==> config.mk <==
export PLATFORM = sky130hd
export DESIGN_NAME = tri_negator
export DESIGN_NICKNAME = d
export VERILOG_FILES = /design/src/rtl/neg_pkg.sv /design/src/rtl/lowbit_finder.sv /design/src/rtl/copy_flip_negator.sv /design/src/rtl/tri_negator.sv
export SDC_FILE = /design/constraint.sdc
export NUM_CORES = 1
export LEC_CHECK = 0
export CELL_PAD_IN_SITES_DETAIL_PLACEMENT = 1
export CELL_PAD_IN_SITES_GLOBAL_PLACEMENT = 2
export CORE_MARGIN = 5
export CORE_UTILIZATION = 16
export DETAILED_ROUTE_END_ITERATION = 12
export PLACE_DENSITY_LB_ADDON = 0.1
export SLEW_MARGIN = 20
export SYNTH_ARGS = -nofsm -noshare
export SYNTH_HDL_FRONTEND = slang
export SYNTH_SLANG_ARGS = --single-unit
==> constraint.sdc <==
create_clock -name vclk -period 4.6
set_input_delay 0.92 -clock vclk [all_inputs]
set_output_delay 0.92 -clock vclk [all_outputs]
set_load 0.005 [all_outputs]
==> src/rtl/neg_pkg.sv <==
package neg_pkg;
  parameter int unsigned DATA_W = 64;
  localparam int unsigned POS_W = $clog2(DATA_W);
  typedef logic [DATA_W-1:0] word_t;
  typedef logic [POS_W-1:0]  pos_t;
endpackage

==> src/rtl/lowbit_finder.sv <==
module lowbit_finder #(
  parameter int unsigned W = 64,
  localparam int unsigned PW = $clog2(W)
) (
  input  logic [W-1:0]  vec,
  output logic [PW-1:0] pos,
  output logic          none
);
  // Scan from the top down so the last hit is the lowest set bit.
  always_comb begin
    pos = '0;
    for (int i = W - 1; i >= 0; i--) begin
      if (vec[i]) pos = PW'(i);
    end
  end

  assign none = ~|vec;

  // the reported index points at a set bit, and no bit below it is set.
  always_comb begin
    if (!none) begin
      a_r3_pos_is_lowest: assert (vec[pos] && ((vec & ((W'(1) << pos) - W'(1))) == '0))
        else $error("lowbit_finder: index does not mark the lowest set bit");
    end
  end
endmodule

==> src/rtl/copy_flip_negator.sv <==
module copy_flip_negator #(
  parameter int unsigned W = 64,
  localparam int unsigned PW = $clog2(W)
) (
  input  logic [W-1:0] vec,
  output logic [W-1:0] neg
);
  logic [PW-1:0] low_pos;
  logic          is_zero;
  logic [W-1:0]  at_and_above;
  logic [W-1:0]  only_low;
  logic [W-1:0]  flip_mask;

  lowbit_finder #(.W(W)) u_find (
    .vec  (vec),
    .pos  (low_pos),
    .none (is_zero)
  );

  // The index is not a constant, so the masks are built with shifts.
  assign at_and_above = {W{1'b1}} << low_pos;
  assign only_low     = W'(1) << low_pos;
  assign flip_mask    = at_and_above ^ only_low;
  assign neg          = is_zero ? '0 : (vec ^ flip_mask);

  // a zero operand must give zero.
  always_comb begin
    if (vec == '0) begin
      a_r4_zero_passes: assert (neg == '0)
        else $error("copy_flip_negator: nonzero result for zero operand");
    end
  end
endmodule

==> src/rtl/tri_negator.sv <==
module tri_negator #(
  parameter int unsigned W = neg_pkg::DATA_W
) (
  input  logic [W-1:0] operand,
  output logic [W-1:0] neg_inv_inc,
  output logic [W-1:0] neg_arith,
  output logic [W-1:0] neg_copy_flip,
  output logic         agree
);
  localparam logic [W-1:0] MOST_NEG = {1'b1, {(W-1){1'b0}}};

  // complement, then add one.
  assign neg_inv_inc = ~operand + W'(1);

  // arithmetic negation.
  assign neg_arith = -operand;

  // copy the low bits, invert the high bits.
  copy_flip_negator #(.W(W)) u_copy_flip (
    .vec (operand),
    .neg (neg_copy_flip)
  );

  // a bitwise compare is valid because equality ignores signedness.
  assign agree = (neg_inv_inc == neg_arith) && (neg_arith == neg_copy_flip);

  always_comb begin
    a_r1_sum_is_zero: assert ((operand + neg_inv_inc) == '0)
      else $error("tri_negator: complement-plus-one result does not cancel the operand");
    a_r2_matches_sub: assert ((W'(0) - operand) == neg_arith)
      else $error("tri_negator: arithmetic result wrong");
    a_r3_lowbits_kept: assert ((neg_copy_flip & (operand & (~operand + W'(1))))
                               == (operand & (~operand + W'(1))))
      else $error("tri_negator: lowest set bit not preserved");
    a_r6_agree_high: assert (agree)
      else $error("tri_negator: the three paths disagree");
    if (operand == MOST_NEG) begin
      a_r5_most_neg_fixed: assert (neg_copy_flip == MOST_NEG && neg_arith == MOST_NEG)
        else $error("tri_negator: most negative value not self-mapped");
    end
  end
endmodule

; Word level (Yosys, flattened, before mapping)
; Index checks and enable logic that the tools add are counted.
[word_totals]
ff_bits = 0
word_cells = 76
[op_classes]
bitwise_logic = 3
n_addsub = 2
mux = 65
n_reduce_logical = 2
eq_ne = 2
shifts = 2
[ops]
columns = cell, n
row1 = $mux 6, 64
row2 = $eq 64x64->1, 2
row3 = $xor 64x64->64, 2
row4 = $add 64x1->64 const B, 1
row5 = $mux 64, 1
row6 = $neg 64->64, 1
row7 = $not 64->64, 1
row8 = $reduce_or 64->1, 1
row9 = $shl 1x6->64 const A, 1
row10 = $shl 64x6->64 const A, 1
row11 = $logic_and 1x1->1, 1

; Depth between registers and ports, before layout
[logic_depth]
depth_word = 70
depth_mapped = 13
ltp_nobuf = 10

; Hierarchy
; A second synthesis with hierarchy kept.
[hier_totals]
cells_unflattened = 934
area_unflattened_um2 = 6367.4
[by_module_without_submodules]
columns = mod, cells_per_inst, area_each_um2, seq_area_each_um2, n_inst
row1 = tri_negator, 506, 3742.3, 0.0, 1
row2 = copy_flip_negator, 282, 1722.9, 0.0, 1
row3 = lowbit_finder, 146, 902.1, 0.0, 1

; Worst setup path before layout
; No wires, ideal clock.
[synth_path]
path_type = input to output
startpoint = input operand[0]
endpoint = output neg_inv_inc[62]
n_path_buf = 3
path_slack_ns = 0.010
required_ns = 3.680
path_stages = 13
arrival_time_ns = 3.670
cell_sequence = clkbuf_1 > clkbuf_1 > inv_1 > ha_1 > or3b_2 > nor4_4 > nand2_1 > nor4_2 > and2_1 > and3_1 > nand3_1 > xor2_1 > buf_4
[synth_via]
elab_chain_len = 2
[synth_lines]
columns = item, line
row1 = start: declaration, tri_negator.sv:4  ; input logic [W-1:0] operand,
row2 = $not 64->64, tri_negator.sv:13  ; assign neg_inv_inc = ~operand + W'(1);
row3 = $add 64x1->64, tri_negator.sv:13
row4 = end: declaration, tri_negator.sv:5  ; output logic [W-1:0] neg_inv_inc,
; Every way passes these cells.

; Worst setup path after layout
[layout_path]
startpoint = input operand[42]
endpoint = output agree
[layout_via]
elab_chain_len = 49
word_cells_on_any_way = 55
classes_between = add/sub: 2 / eq/ne: 2 / shift: 2 / mux: 44 / bitwise: 3 / reduce/logical: 2
[layout_lines]
columns = item, line
row1 = $mux 6 (43 in a row), lowbit_finder.sv:13  ; if (vec[i]) pos = PW'(i);
row2 = $shl 64x6->64 or $shl 1x6->64 (tied branches), "copy_flip_negator.sv:21, copy_flip_negator.sv:22"
row3 = $xor 64x64->64, copy_flip_negator.sv:23  ; assign flip_mask = at_and_above ^ only_low;
row4 = $xor 64x64->64, copy_flip_negator.sv:24  ; assign neg = is_zero ? '0 : (vec ^ flip_mask);
row5 = $mux 64, copy_flip_negator.sv:24
row6 = $eq 64x64->1, tri_negator.sv:25  ; assign agree = (neg_inv_inc == neg_arith) && (neg_arith == neg_copy_flip);
row7 = $logic_and 1x1->1 (*), tri_negator.sv:25
row8 = end: declaration, tri_negator.sv:8  ; output logic agree
; Mark *: on every way between the ends. The rest lies on a longest branch, timed or not.

==> results.cfg <==
[run_status]
status = finished, violations left
violations = setup timing

[final_layout]
seq_cells = 0
area_growth_pct = 164.2
post-route-util = 0.4289
nets = 1246
seq_area_um2 = 0
nClkBuffers = 0
drive_gt1_frac = 0.5802
diodes = 0

[timing]
hold_violations = 0
period_needed_ns = 4.619
rsz0062_at_grt = yes
final_max_slew_viol_count = 0
finalCritPeriodShare = 1.004
maxSlewHeadroom = 0.5724
worst_slack_ns = -0.01934
tightest_slew_ns = 0.6359
finalSetupViolations = 1
timing.fmax_ghz = 0.2165
hold_slack_ns = 2.268

[drt]
antenna_left = 0
vias = 6989
drc = 0
drt_iter0_drc = 316
routed_via_density = 4.650
first_pass_iters = 4
wl_per_cell_um = 21.70
routed_wl_mm = 32.61

[pwr]
comb_power_share = 1.000
seqPwrFrac = 0
total_power_w = 0.0006562
switching_share = 0.4674
power_switching_w = 0.0003067
p_leak_nw = 4.587
p_clk_frac = 0
peakVddDrop_mv = 0.02416
intPower_w = 0.0003495
p_per_area_nw_per_um2 = 62.91

[floorplan]
dieArea_um2 = 27920
core-area_um2 = 24320
rows = 57
ios = 257
die_w_um = 167.1
fp.dieH_um = 167.1
initial_core_util = 0.1624

[yosys]
synthCells = 622
syn_nets = 687
syn_area_per_cell_um2 = 6.349
ys_warn_count = 0
synthesis.area_um2 = 3949
synth.distinct_cells = 66
ys_seq_area_frac = 0

[global_route]
grt_start_max_net_pins = 19
antenna_found_initial = 0
grt_usage = 0.2207
grt_pass1_wl_mm = 48.96
grt-ovfl-total = 0
first_global_vias = 7738

[worst_hold_path]
min_path_type = in2out

[place]
dpl.hpwl_mm = 26.81
port-buffer-count = 257
place.gp.congestion = 0.8677

[worst_setup_path]
cp-end-kind = primary output
crit_path_start_kind = input pin
worst-endpoint-required_ns = 3.68
worstSetupPathType = in2out
worst-path-max-fanout = 4
crit_arrival_ns = 3.70

[clocking]
cts-hold-fix-buffers = 0

[run]
max_cap_violations = 0
[power by group through the flow]
stage	sequential, W	combinational (W)	clock, W
after detailed placement	0	0.000608	0
after global routing	0	0.000701	0
final	0	0.000656	0
after global placement	0	0.000607	0
after floorplan	0	0.000214	0
after CTS	0	0.000643	0
[worst max-delay path: stages]
cell and delay (ns):
dlygate4sd2_1 0.26, buf_6 0.14, nor4_4 0.28, buf_4 0.17
nand4_4 0.12, o31a_1 0.38, buf_4 0.17, a21oi_4 0.14
nand2_2 0.10, a2111oi_4 0.37, buf_4 0.19, xnor2_2 0.10
and4_1 0.22, buf_2 0.13
[what timing repair did]
action,CTS,global route
buffers inserted,82,23
setup endpoints to repair,149,103
resized for setup,519,142
pin swaps,90,54
[path summary, 6_finish.rpt]
path | from | cells past startpoint | endpoint
worst min-delay path | operand[62] | 4 | neg_copy_flip[62]
worst max-delay path | operand[42] | 14 | agree
[cells in the final DEF, fill, tap and decap left out, types with 25 or more instances in the layout]
master	count
clkdlybuf4s50_1	80
a21oi_1	25
buf_2	27
dlygate4sd2_1	79
buf_4	356
clkbuf_2	31
nor2_1	58
buf_6	50
nand2_1	32
xnor2_1	30
[cell usage after synthesis, types with 3 or more instances]
master / count / share of area
nor2_1: 76 / 0.072
buf_4: 66 / 0.13
nand2_1: 47 / 0.045
a21oi_1: 42 / 0.053
nor3_1: 33 / 0.042
xnor2_1: 32 / 0.071
clkbuf_1: 30 / 0.029
o21ai_0: 24 / 0.030
a211oi_1: 20 / 0.038
inv_1: 16 / 0.015
nor4_1: 16 / 0.025
xor2_1: 16 / 0.035
nand3_1: 14 / 0.018
and3_1: 12 / 0.019
or4_1: 12 / 0.023
and2_1: 11 / 0.017
buf_2: 11 / 0.014
nor4_2: 10 / 0.032
a221oi_1: 9 / 0.020
nor2b_1: 9 / 0.014
o31a_1: 9 / 0.020
o31ai_1: 8 / 0.015
or2_2: 7 / 0.011
or3_1: 7 / 0.011
a21o_1: 6 / 0.011
o211ai_1: 6 / 0.011
o21a_1: 6 / 0.011
a31oi_1: 4 / 0.0063
nor4_4: 4 / 0.022
and4_1: 3 / 0.0067
nand4_1: 3 / 0.0048
o2111ai_1: 3 / 0.0067
o21bai_1: 3 / 0.0057
or4_4: 3 / 0.0086
[metal layers]
| metal | global-route usage | part of all wire | vias to the layer above |
|---|---|---|---|
| met5 | 0 | 0 | - |
| li1 | - | - | 3331 |
| met1 | 0.3075 | 0.46 | 3447 |
| met2 | 0.3825 | 0.49 | 197 |
| met3 | 0.02570 | 0.043 | 14 |
| met4 | 0.01708 | 0.0073 | 0 |
[kinds of logic (layout without fill, tap and decap cells)]
kind of cell	count (synthesis)	count (layout)	share of synthesized area
xor gates and xnor gates	48	48	0.1065
buffers and inverters	125	682	0.1869
AOI/OAI and AO/OA	167	167	0.3036
adders and majority gates	1	1	0.003168
and+or+nand+nor	281	281	0.3999
[per-stage QoR]
step | instances | setup TNS, ns | worst slack (ns) | area [um^2]
floorplan | 622 | 0 | 0.009860 | 3949
global placement | 1400 | -90.64 | -1.362 | 8553
detailed placement | 1400 | -87.36 | -1.267 | 8553
CTS | 1481 | -0.08802 | -0.04234 | 10170
global route | 1503 | -0.1693 | -0.1257 | 10430
finish | 1503 | -0.01934 | -0.01934 | 10430
[final cells by class]
cell class | count | area [um^2]
tap | 324 | 405.4
timing repair buffer | 666 | 5542
fill | 2954 | 13890
multi-input combinational | 497 | 4424
inverter | 16 | 60.06
Power figures use the tool's default switching activity.
